<file path="config.mk">
export PLATFORM = sky130hd
export DESIGN_NAME = dac_input_select
export DESIGN_NICKNAME = d
export VERILOG_FILES = /design/src/rtl/dacsel_pkg.sv /design/src/rtl/dacsel_stab.sv /design/src/rtl/dacsel_seq.sv /design/src/rtl/dacsel_chan.sv /design/src/rtl/dac_input_select.sv
export SDC_FILE = /design/constraint.sdc
export NUM_CORES = 1
export LEC_CHECK = 0
export BUFFER_PORTS_ARGS = -buffer_cell sky130_fd_sc_hd__buf_2
export CORE_MARGIN = 2
export CORE_UTILIZATION = 43
export CTS_CLUSTER_DIAMETER = 80
export DETAILED_ROUTE_END_ITERATION = 8
export GPL_TIMING_DRIVEN = 0
export PLACE_DENSITY_LB_ADDON = 0.12
export SLEW_MARGIN = 20
export SYNTH_ARGS = -nofsm -noshare
export SYNTH_HDL_FRONTEND = slang
export SYNTH_SLANG_ARGS = --single-unit
export TNS_END_PERCENT = 50
</file>
<file path="constraint.sdc">
create_clock -name clk -period 2.65 [get_ports clk]
set_clock_uncertainty 0.05 [all_clocks]
set_input_delay 0.1325 -clock clk [delete_from_list [all_inputs] [get_ports clk]]
set_output_delay 0.1325 -clock clk [all_outputs]
set_load 0.01 [all_outputs]
</file>
<file path="src/rtl/dacsel_pkg.sv">
// Shared types for the DAC input source selector.
// Assumes: consumers import this package; no state lives here.
package dacsel_pkg;

    // Power-up sequencer states, in the order they are visited.
    typedef enum logic [2:0] {
        SQ_OFF,
        SQ_RECALL,
        SQ_ANALOG,
        SQ_WAIT_ADC,
        SQ_FILTER,
        SQ_RUN
    } seq_state_t;

    // Per-channel DAC word source, highest priority last.
    typedef enum logic [1:0] {
        SRC_ADC,
        SRC_INDEX,
        SRC_DIRECT
    } src_t;

endpackage

</file>
<file path="src/rtl/dacsel_stab.sv">
// Stability filter: counts back-to-back identical conversions.
// Assumes: 'sample' is high only for valid strobes seen while filtering;
// 'clear' holds the counter at zero outside the filtering phase.
// 'hit_o' is combinational and true on the strobe that completes the run.
module dacsel_stab #(
    parameter int ADC_W    = 6,
    parameter int STABLE_N = 4
) (
    input  logic             clk,
    input  logic             rst_n,
    input  logic             clear,
    input  logic             sample,
    input  logic [ADC_W-1:0] data,
    input  logic             filt_off,
    output logic             hit_o
);
    localparam int CNT_W = $clog2(STABLE_N + 1);
    localparam logic [CNT_W-1:0] CNT_MAX = CNT_W'(STABLE_N);

    logic [CNT_W-1:0] cnt_q, cnt_nx, need;
    logic [ADC_W-1:0] last_q;

    // Next run length if the current sample is taken.
    always_comb begin
        if (cnt_q != '0 && data == last_q)
            cnt_nx = (cnt_q == CNT_MAX) ? cnt_q : cnt_q + 1'b1;
        else
            cnt_nx = CNT_W'(1);
        need  = filt_off ? CNT_W'(1) : CNT_MAX;
        hit_o = sample && (cnt_nx >= need);
    end

    // Run-length counter and previous-value register.
    always_ff @(posedge clk) begin
        if (!rst_n || clear) begin
            cnt_q  <= '0;
            last_q <= '0;
        end else if (sample) begin
            cnt_q  <= cnt_nx;
            last_q <= data;
        end
    end

    p_cnt_sat_r4: assert property (@(posedge clk) disable iff (!rst_n)
        cnt_q <= CNT_MAX);
    p_restart_r4: assert property (@(posedge clk) disable iff (!rst_n)
        (!clear && sample && cnt_q != '0 && data != last_q) |=> (cnt_q == CNT_W'(1)));

endmodule

</file>
<file path="src/rtl/dacsel_seq.sv">
// Power-up sequencer: off -> recall -> analog settle -> wait ADC threshold
// -> filter -> run. Loss of supply_ok returns to off from any state.
// Assumes: supply_ok and adc_thresh_ok are already synchronous to clk.
module dacsel_seq
    import dacsel_pkg::*;
#(
    parameter int PWRUP_CYCLES = 8
) (
    input  logic clk,
    input  logic rst_n,
    input  logic supply_ok,
    input  logic adc_thresh_ok,
    input  logic adc_valid,
    input  logic stable_hit,
    output logic recall_o,
    output logic analog_en_o,
    output logic adc_en_o,
    output logic filter_o,
    output logic run_o
);
    localparam int PW_W = $clog2(PWRUP_CYCLES) + 1;
    localparam logic [PW_W-1:0] PW_LAST = PW_W'(PWRUP_CYCLES - 1);

    seq_state_t state_q, state_nx;
    logic [PW_W-1:0] pw_cnt_q;

    // Next-state decision.
    always_comb begin
        state_nx = state_q;
        if (!supply_ok) begin
            state_nx = SQ_OFF;
        end else begin
            case (state_q)
                SQ_OFF:      state_nx = SQ_RECALL;
                SQ_RECALL:   state_nx = SQ_ANALOG;
                SQ_ANALOG:   if (pw_cnt_q == PW_LAST) state_nx = SQ_WAIT_ADC;
                SQ_WAIT_ADC: if (adc_thresh_ok) state_nx = SQ_FILTER;
                SQ_FILTER:   if (stable_hit) state_nx = SQ_RUN;
                SQ_RUN:      state_nx = SQ_RUN;
                default:     state_nx = SQ_OFF;
            endcase
        end
    end

    // State register and analog settling counter.
    always_ff @(posedge clk) begin
        if (!rst_n) begin
            state_q  <= SQ_OFF;
            pw_cnt_q <= '0;
        end else begin
            state_q  <= state_nx;
            pw_cnt_q <= (state_q == SQ_ANALOG && state_nx == SQ_ANALOG) ? pw_cnt_q + 1'b1 : '0;
        end
    end

    // Decoded enables.
    always_comb begin
        recall_o    = (state_q == SQ_RECALL);
        analog_en_o = (state_q == SQ_ANALOG) || (state_q == SQ_WAIT_ADC) ||
                      (state_q == SQ_FILTER) || (state_q == SQ_RUN);
        adc_en_o    = (state_q == SQ_FILTER) || (state_q == SQ_RUN);
        filter_o    = (state_q == SQ_FILTER);
        run_o       = (state_q == SQ_RUN);
    end

    p_recall_pulse_r2: assert property (@(posedge clk) disable iff (!rst_n)
        (recall_o && supply_ok) |=> (!recall_o && analog_en_o));
    p_adc_gate_r2: assert property (@(posedge clk) disable iff (!rst_n)
        $rose(adc_en_o) |-> $past(adc_thresh_ok));
    p_supply_drop_r10: assert property (@(posedge clk) disable iff (!rst_n)
        !supply_ok |=> (state_q == SQ_OFF));
    p_release_on_strobe_r3: assert property (@(posedge clk) disable iff (!rst_n)
        $rose(run_o) |-> $past(adc_valid));

endmodule

</file>
<file path="src/rtl/dacsel_chan.sv">
// One DAC channel: picks the source by priority (direct byte, register
// index, ADC index) and forms the table address and DAC word.
// Assumes: the external table returns data one cycle after lut_addr;
// clk/rst_n are used only by the local assertions.
module dacsel_chan
    import dacsel_pkg::*;
#(
    parameter int ADC_W = 6,
    parameter int DAC_W = 8
) (
    input  logic             clk,
    input  logic             rst_n,
    input  logic             run,
    input  logic             direct_sel,
    input  logic             index_sel,
    input  logic [ADC_W-1:0] reg_index,
    input  logic [DAC_W-1:0] direct_byte,
    input  logic [ADC_W-1:0] adc_idx,
    input  logic [DAC_W-1:0] lut_rdata,
    output logic [ADC_W-1:0] lut_addr,
    output logic [DAC_W-1:0] dac_word
);
    src_t src;

    // Source priority decode.
    always_comb begin
        if (direct_sel)     src = SRC_DIRECT;
        else if (index_sel) src = SRC_INDEX;
        else                src = SRC_ADC;
    end

    // Address and output word selection; zero until released.
    always_comb begin
        lut_addr = (src == SRC_INDEX) ? reg_index : adc_idx;
        if (!run)                   dac_word = '0;
        else if (src == SRC_DIRECT) dac_word = direct_byte;
        else                        dac_word = lut_rdata;
    end

    p_direct_wins_r6: assert property (@(posedge clk) disable iff (!rst_n)
        (run && direct_sel && index_sel) |-> (dac_word == direct_byte));
    p_index_addr_r7: assert property (@(posedge clk) disable iff (!rst_n)
        (!direct_sel && index_sel) |-> (lut_addr == reg_index));

endmodule

</file>
<file path="src/rtl/dac_input_select.sv">
// Top: power-up sequencer, shared ADC stability filter, latest-conversion
// register and one source selector per DAC channel.
// Assumes: all inputs synchronous to clk; tables live outside the block.
module dac_input_select #(
    parameter int ADC_W        = 6,
    parameter int DAC_W        = 8,
    parameter int NUM_CH       = 2,
    parameter int STABLE_N     = 4,
    parameter int PWRUP_CYCLES = 8
) (
    input  logic                           clk,
    input  logic                           rst_n,
    input  logic                           supply_ok,
    input  logic                           adc_thresh_ok,
    output logic                           recall_o,
    output logic                           analog_en_o,
    output logic                           adc_en_o,
    input  logic                           adc_valid,
    input  logic [ADC_W-1:0]               adc_data,
    input  logic                           filt_off,
    input  logic [NUM_CH-1:0]              direct_sel,
    input  logic [NUM_CH-1:0]              index_sel,
    input  logic [NUM_CH-1:0][ADC_W-1:0]   reg_index,
    input  logic [NUM_CH-1:0][DAC_W-1:0]   direct_byte,
    output logic [NUM_CH-1:0][ADC_W-1:0]   lut_addr,
    input  logic [NUM_CH-1:0][DAC_W-1:0]   lut_rdata,
    output logic [NUM_CH-1:0][DAC_W-1:0]   dac_word
);
    logic filtering, running, stable_hit;
    logic [ADC_W-1:0] adc_q;

    dacsel_seq #(.PWRUP_CYCLES(PWRUP_CYCLES)) u_seq (
        .clk(clk), .rst_n(rst_n), .supply_ok(supply_ok),
        .adc_thresh_ok(adc_thresh_ok), .adc_valid(adc_valid),
        .stable_hit(stable_hit), .recall_o(recall_o),
        .analog_en_o(analog_en_o), .adc_en_o(adc_en_o),
        .filter_o(filtering), .run_o(running)
    );

    dacsel_stab #(.ADC_W(ADC_W), .STABLE_N(STABLE_N)) u_stab (
        .clk(clk), .rst_n(rst_n), .clear(!filtering),
        .sample(adc_valid && filtering), .data(adc_data),
        .filt_off(filt_off), .hit_o(stable_hit)
    );

    // Latest conversion seen while the ADC is enabled.
    always_ff @(posedge clk) begin
        if (!rst_n)                    adc_q <= '0;
        else if (adc_valid && adc_en_o) adc_q <= adc_data;
    end

    for (genvar g = 0; g < NUM_CH; g++) begin : g_ch
        dacsel_chan #(.ADC_W(ADC_W), .DAC_W(DAC_W)) u_chan (
            .clk(clk), .rst_n(rst_n), .run(running),
            .direct_sel(direct_sel[g]), .index_sel(index_sel[g]),
            .reg_index(reg_index[g]), .direct_byte(direct_byte[g]),
            .adc_idx(adc_q), .lut_rdata(lut_rdata[g]),
            .lut_addr(lut_addr[g]), .dac_word(dac_word[g])
        );

        p_dark_until_adc_r3: assert property (@(posedge clk) disable iff (!rst_n)
            !adc_en_o |-> (dac_word[g] == '0));
    end

    p_adc_track_r8: assert property (@(posedge clk) disable iff (!rst_n)
        (adc_valid && adc_en_o && !direct_sel[0] && !index_sel[0])
        |=> (lut_addr[0] == $past(adc_data) || direct_sel[0] || index_sel[0]));

endmodule

</file>
==> Yosys cells after proc, flatten, opt, wreduce, memory -nomap -nowiden <==
Index checks and enable logic that the tools add are counted.
{ "classes": {"order_cmp": 1, "addsub": 2, "reduce_logical": 15, "mux": 18, "eq_ne": 13} }
{ "op_table": {"columns": ["operator", "n"], "rows": [
  ["8-bit two-way mux", 4],
  ["3-bit two-way mux", 7],
  ["3-bit case mux with 6 select lines", 1],
  ["6-bit two-way mux", 2],
  ["3-bit by 2-bit equality test with 1-bit output, second input constant", 3],
  ["3-bit equality test, second input constant", 3],
  ["6-bit equality test", 1],
  ["1-bit logical AND", 5],
  ["1-bit logical OR", 5],
  ["4-bit by 1-bit adder with 4-bit output, second input constant", 1],
  ["2-bit by 1-bit equality test with 1-bit output, second input constant", 2],
  ["2-bit equality test, second input constant", 2],
  ["4-bit by 3-bit equality test with 1-bit output, second input constant", 1],
  ["2-bit two-way mux", 2],
  ["3-bit by 1-bit adder with 3-bit output, second input constant", 1],
  ["3-bit by 1-bit equality test with 1-bit output, second input constant", 1],
  ["3-bit greater-or-equal comparator", 1],
  ["3-bit logical NOT", 1],
  ["3-bit nonzero test", 1],
  ["1-bit logical NOT", 2],
  ["1-bit two-way mux", 2],
  ["2-bit AND reduction", 1]
]} }
{ "totals": {"output_inout_bits": 31, "wordCells": 54, "reg_bits": 22, "in_bits": 60} }

==> Logic depth before layout (Yosys ltp) <==
{ "logic_depth": {"word_depth": 11, "depth_mapped": 9, "ltp_nobuf": 9} }

==> Cells and area by module <==
Synthesis repeated with hierarchy kept, for this count alone.
{ "hier_totals": {"hier_cells": 179, "hier_area_um2": 1681.6} }
{ "modules_own_cells": {"columns": ["mod", "instances", "area_each_um2", "cells_each"], "rows": [
  ["dacsel_stab", 1, 549.3, 61],
  ["dacsel_chan", 2, 251.5, 25],
  ["dacsel_seq", 1, 384.1, 40],
  ["dac_input_select", 1, 245.2, 28]
]} }

==> Least setup slack after synthesis <==
No wires, ideal clock.
{ "synth_path": {"path_kind": "register -> register", "from": "register u_stab.cnt_q[0]", "to": "register u_seq.state_q[0]", "path_slack_ns": 0.295, "path_stages_with_launch": 10, "t_arrival_ns": 2.170, "setup_ns": 0.134, "period_less_slack_ns": 2.355, "path_buffers": 0, "path_cell_list": "dfxtp_1 > inv_1 > ha_1 > a2111oi_4 > nand3_2 > nor2_1 > ha_1 > nand2b_1 > a2111oi_0 > a211oi_1"} }
{ "synth_between": {"elab_chain_len": 8, "word_cells_on_any_way": 11, "cone_classes": "add/sub (1); order compare (1); eq/ne (1); mux (5); reduce/logical (3)"} }
{ "synth_rtl": {"columns": ["element", "line", "source"], "rows": [
  ["from (decl)", "dacsel_stab.sv:20", "logic [CNT_W-1:0] cnt_q, cnt_nx, need;"],
  ["from (signal assigned)", "dacsel_stab.sv:39", "cnt_q <= cnt_nx;"],
  ["3-bit by 1-bit adder with 3-bit output (tied with other cells)", "dacsel_stab.sv:26", "cnt_nx = (cnt_q == CNT_MAX) ? cnt_q : cnt_q + 1'b1;"],
  ["3-bit two-way mux / 1-bit logical AND (equally long branches)", "dacsel_stab.sv:26, dacsel_stab.sv:25", null],
  ["3-bit two-way mux (*)", "dacsel_stab.sv:25", "if (cnt_q != '0 && data == last_q)"],
  ["3-bit greater-or-equal comparator (*)", "dacsel_stab.sv:30", "hit_o = sample && (cnt_nx >= need);"],
  ["1-bit logical AND (*)", "dacsel_stab.sv:30", null],
  ["3-bit two-way mux (*)", "dacsel_seq.sv:38", "SQ_FILTER: if (stable_hit) state_nx = SQ_RUN;"],
  ["3-bit case mux with 6 select lines (*)", "dacsel_seq.sv:33", "case (state_q)"],
  ["3-bit two-way mux (*)", "dacsel_seq.sv:30", "if (!supply_ok) begin"],
  ["to (signal assigned)", "dacsel_seq.sv:51", "state_q <= state_nx;"],
  ["to (decl)", "dacsel_seq.sv:24", "seq_state_t state_q, state_nx;"]
]} }
Every way passes the cells marked *; elsewhere a longest branch is shown, timed or not.
A chain may end at the register's enable or synchronous reset.

==> Worst setup path in the final report <==
Ends and elaborated chain as after synthesis.

==> results.py <==
metrics = {
    "timing": {
        "fmax_ghz": 0.404,
        "finalSetupTns_ps": 0,
        "final.period_utilization_pct": 93.4,
        "rsz0062_at_grt": "false",
        "min_period_ps": 2480,
        "finalSetupViolations": 0,
        "hold_viol_final": 0,
        "worst_pin_slew_ps": 415,
        "slew_headroom_pct": 72.0,
        "slew_viol_final": 0,
    },
    "power": {
        "seqPwrFrac_pct": 55.1,
        "switchingPower_uw": 150,
        "max-vdd-ir-drop_uv": 208,
        "sw_frac_of_total_pct": 24.9,
        "power_density_nw_per_um2": 294,
        "p_comb_share_pct": 20.6,
        "power.share.clock_pct": 24.3,
        "power.internal_uw": 454,
        "power_leakage_uw": 0.00111,
    },
    "synthesis": {
        "synth_edf_count": 0,
        "yosys.area.top_type": "dfxtp_1",
        "ys_seq_elements": 22,
        "syn_avg_cell_area_sq_um": 9.12,
        "yosysWarnings": 0,
        "synth_common_cells": "nor2_1, dfxtp_1, mux2i_1, mux2_2",
        "syn_area_sq_um": 1520,
        "yosysSeqAreaShare_pct": 28.9,
        "synth_cell_type_count": 36,
        "ys.flop_type": "dfxtp_1",
        "synthArstFlopShare_pct": 0,
        "yosysMostFrequentCell": "nor2_1",
        "synth_cells": 167,
        "syn_nets": 232,
        "synth.top_cell.area_share_pct": 28.9,
        "yosys-top-cells-area": "dfxtp_1, mux2i_1, mux2_2",
    },
    "drt": {
        "wl_per_cell_um": 12.0,
        "drt-total-wl_mm": 3.68,
        "drc": 0,
        "drtIter0Drc": 37,
        "ant_nets": 0,
        "dr.pass1.iters": 4,
        "num_vias": 1515,
        "vias_per_cell": 4.95,
    },
    "die": {
        "placementRows": 21,
        "num_io_pins": 91,
        "die_h_um": 63.5,
        "dieArea_sq_um": 4030,
        "die_x_um": 63.5,
        "start_util_pct": 45.3,
        "fp.coreArea_sq_um": 3360,
    },
    "cells_and_area": {
        "syn2layout_area_growth_pct": 35.3,
        "final_layout_size_suffix_gt1_share_pct": 47.7,
        "final_util_pct": 61.2,
        "fin_cells": 306,
        "final_nets": 327,
        "antennaDiodeCount": 0,
    },
    "clock_tree": {
        "clockBufferDepth": 2,
        "postCtsHoldBufs": 0,
        "insertion_delay_ps": 300,
        "clkTransAtPathRegs_ps": 110,
        "cts_inserted_buffers": 3,
        "clockRootBuffer": "clkbuf_4",
        "htree_levels": 1,
        "cts_sinks": 22,
        "cts_tree": "yes",
    },
    "worst_setup_path": {
        "worstSetupEndpointType": "register",
        "cp.arrival_ps": 2610,
        "worst_ep_required_time_ps": 2790,
        "cp-start-kind": "register",
        "cp_max_fo": 5,
        "worstSetupPathType": "reg2reg",
        "reg2reg_setup_slack_ps": 170,
    },
    "place": {
        "io_buffers": 88,
        "place.gp.congestion": 0.765,
        "dp_hpwl_mm": 3.01,
        "dp_cells": 301,
    },
    "run": {
        "maxCapViolCount": 0,
    },
    "global_route": {
        "track_usage_pct": 18.3,
        "grt_pass1_wl_mm": 6.11,
        "grt_pass1_vias": 1390,
        "antenna_found_initial": 0,
        "grt_max_degree": 12,
        "grt_overflow": 0,
    },
    "outcome": {
        "status": "finished clean",
    },
    "worst_hold_path": {
        "min_path_type": "in2reg",
    },
}
state kept, by name, summed over array words and instances (netlist names):
| signal | count |
|---|---|
| adc_q | 6 |
| u_seq.state_q | 3 |
| u_stab.cnt_q | 3 |
| u_seq.pw_cnt_q | 4 |
| u_stab.last_q | 6 |
layer usage:
metal | global-route usage, % | part of all wire [%] | vias up
li1 | - | - | 779
met5 | 0 | 0 | -
met3 | 3.39 | 8.0 | 5
met1 | 22.4 | 45 | 680
met4 | 5.71 | 1.2 | 0
met2 | 32.2 | 46 | 51
power by group through the flow:
stage	clock [uW]	combinational, uW	sequential (uW)
4_1_cts	156	126	333
3_3_place_gp	0	123	341
3_5_place_dp	0	125	341
6_report	147	125	333
5_1_grt	171	138	334
2_1_floorplan	0	63.9	340
cell type report:
cell class | instances | area (sq um)
buffer | 10 | 58.8
fill | 330 | 1300
timing repair buffer | 90 | 455
clock buffer | 3 | 22.5
inverter | 6 | 22.5
tap | 46 | 57.6
sequential | 22 | 442
multi-input combinational | 129 | 1000
layout by cell type (no fill, tap or decap), drive strengths merged, types with 5 or more instances in the layout:
cell type / netlist / routed
xor2: 8 / 8
ha: 5 / 5
o221a: 6 / 6
nor2b: 8 / 8
inv: 6 / 6
nor2: 30 / 30
dfxtp: 22 / 22
clkbuf: 2 / 5
buf: 8 / 98
mux2i: 22 / 22
mux2: 12 / 12
final timing paths:
check	startpoint	end	depth (start not counted)
worst max-delay path	u_stab.cnt_q[0]	u_seq.state_q[0]	9
worst min-delay path	adc_data[0]	adc_q[0]	3
worst max register to register	u_stab.cnt_q[0]	u_seq.state_q[0]	9
worst min register to register	u_seq.pw_cnt_q[0]	u_seq.pw_cnt_q[0]	1
kinds of logic after synthesis:
family	after synthesis	synth area share [%]
flip-flops	22	28.9
multiplexers	34	23.3
adder cells (fa/ha/maj)	5	4.11
XOR/XNOR	11	6.33
AND/OR/NAND/NOR	59	20.3
AO/OA/AOI/OAI	20	11.7
buffers and inverters	16	5.34
critical path, cell delays in order (launching register included):
cell	delay, ps
dfxtp_2	380
inv_1	70
ha_1	250
a2111oi_4	410
nand3_2	170
nor2_1	130
ha_1	230
nand2b_1	140
a2111oi_0	400
a211oi_1	120
stage by stage:
step                hold WS (ps)  setup WS, ps  instance area, sq um  power [uW]
floorplan                    211           295                  1520         404
CTS                         66.6          57.3                  2040         615
detailed placement           388          86.5                  2020         466
finish                      73.4           174                  2060         605
global placement             380          99.8                  2020         464
global route                77.9          40.6                  2060         643
repair_timing:
item                       4_1_cts  5_1_grt
gates resized for setup          0        1
setup buffers                    0        2
setup endpoints to repair        0        1
Note: power is estimated with default switching activity, not from simulation.
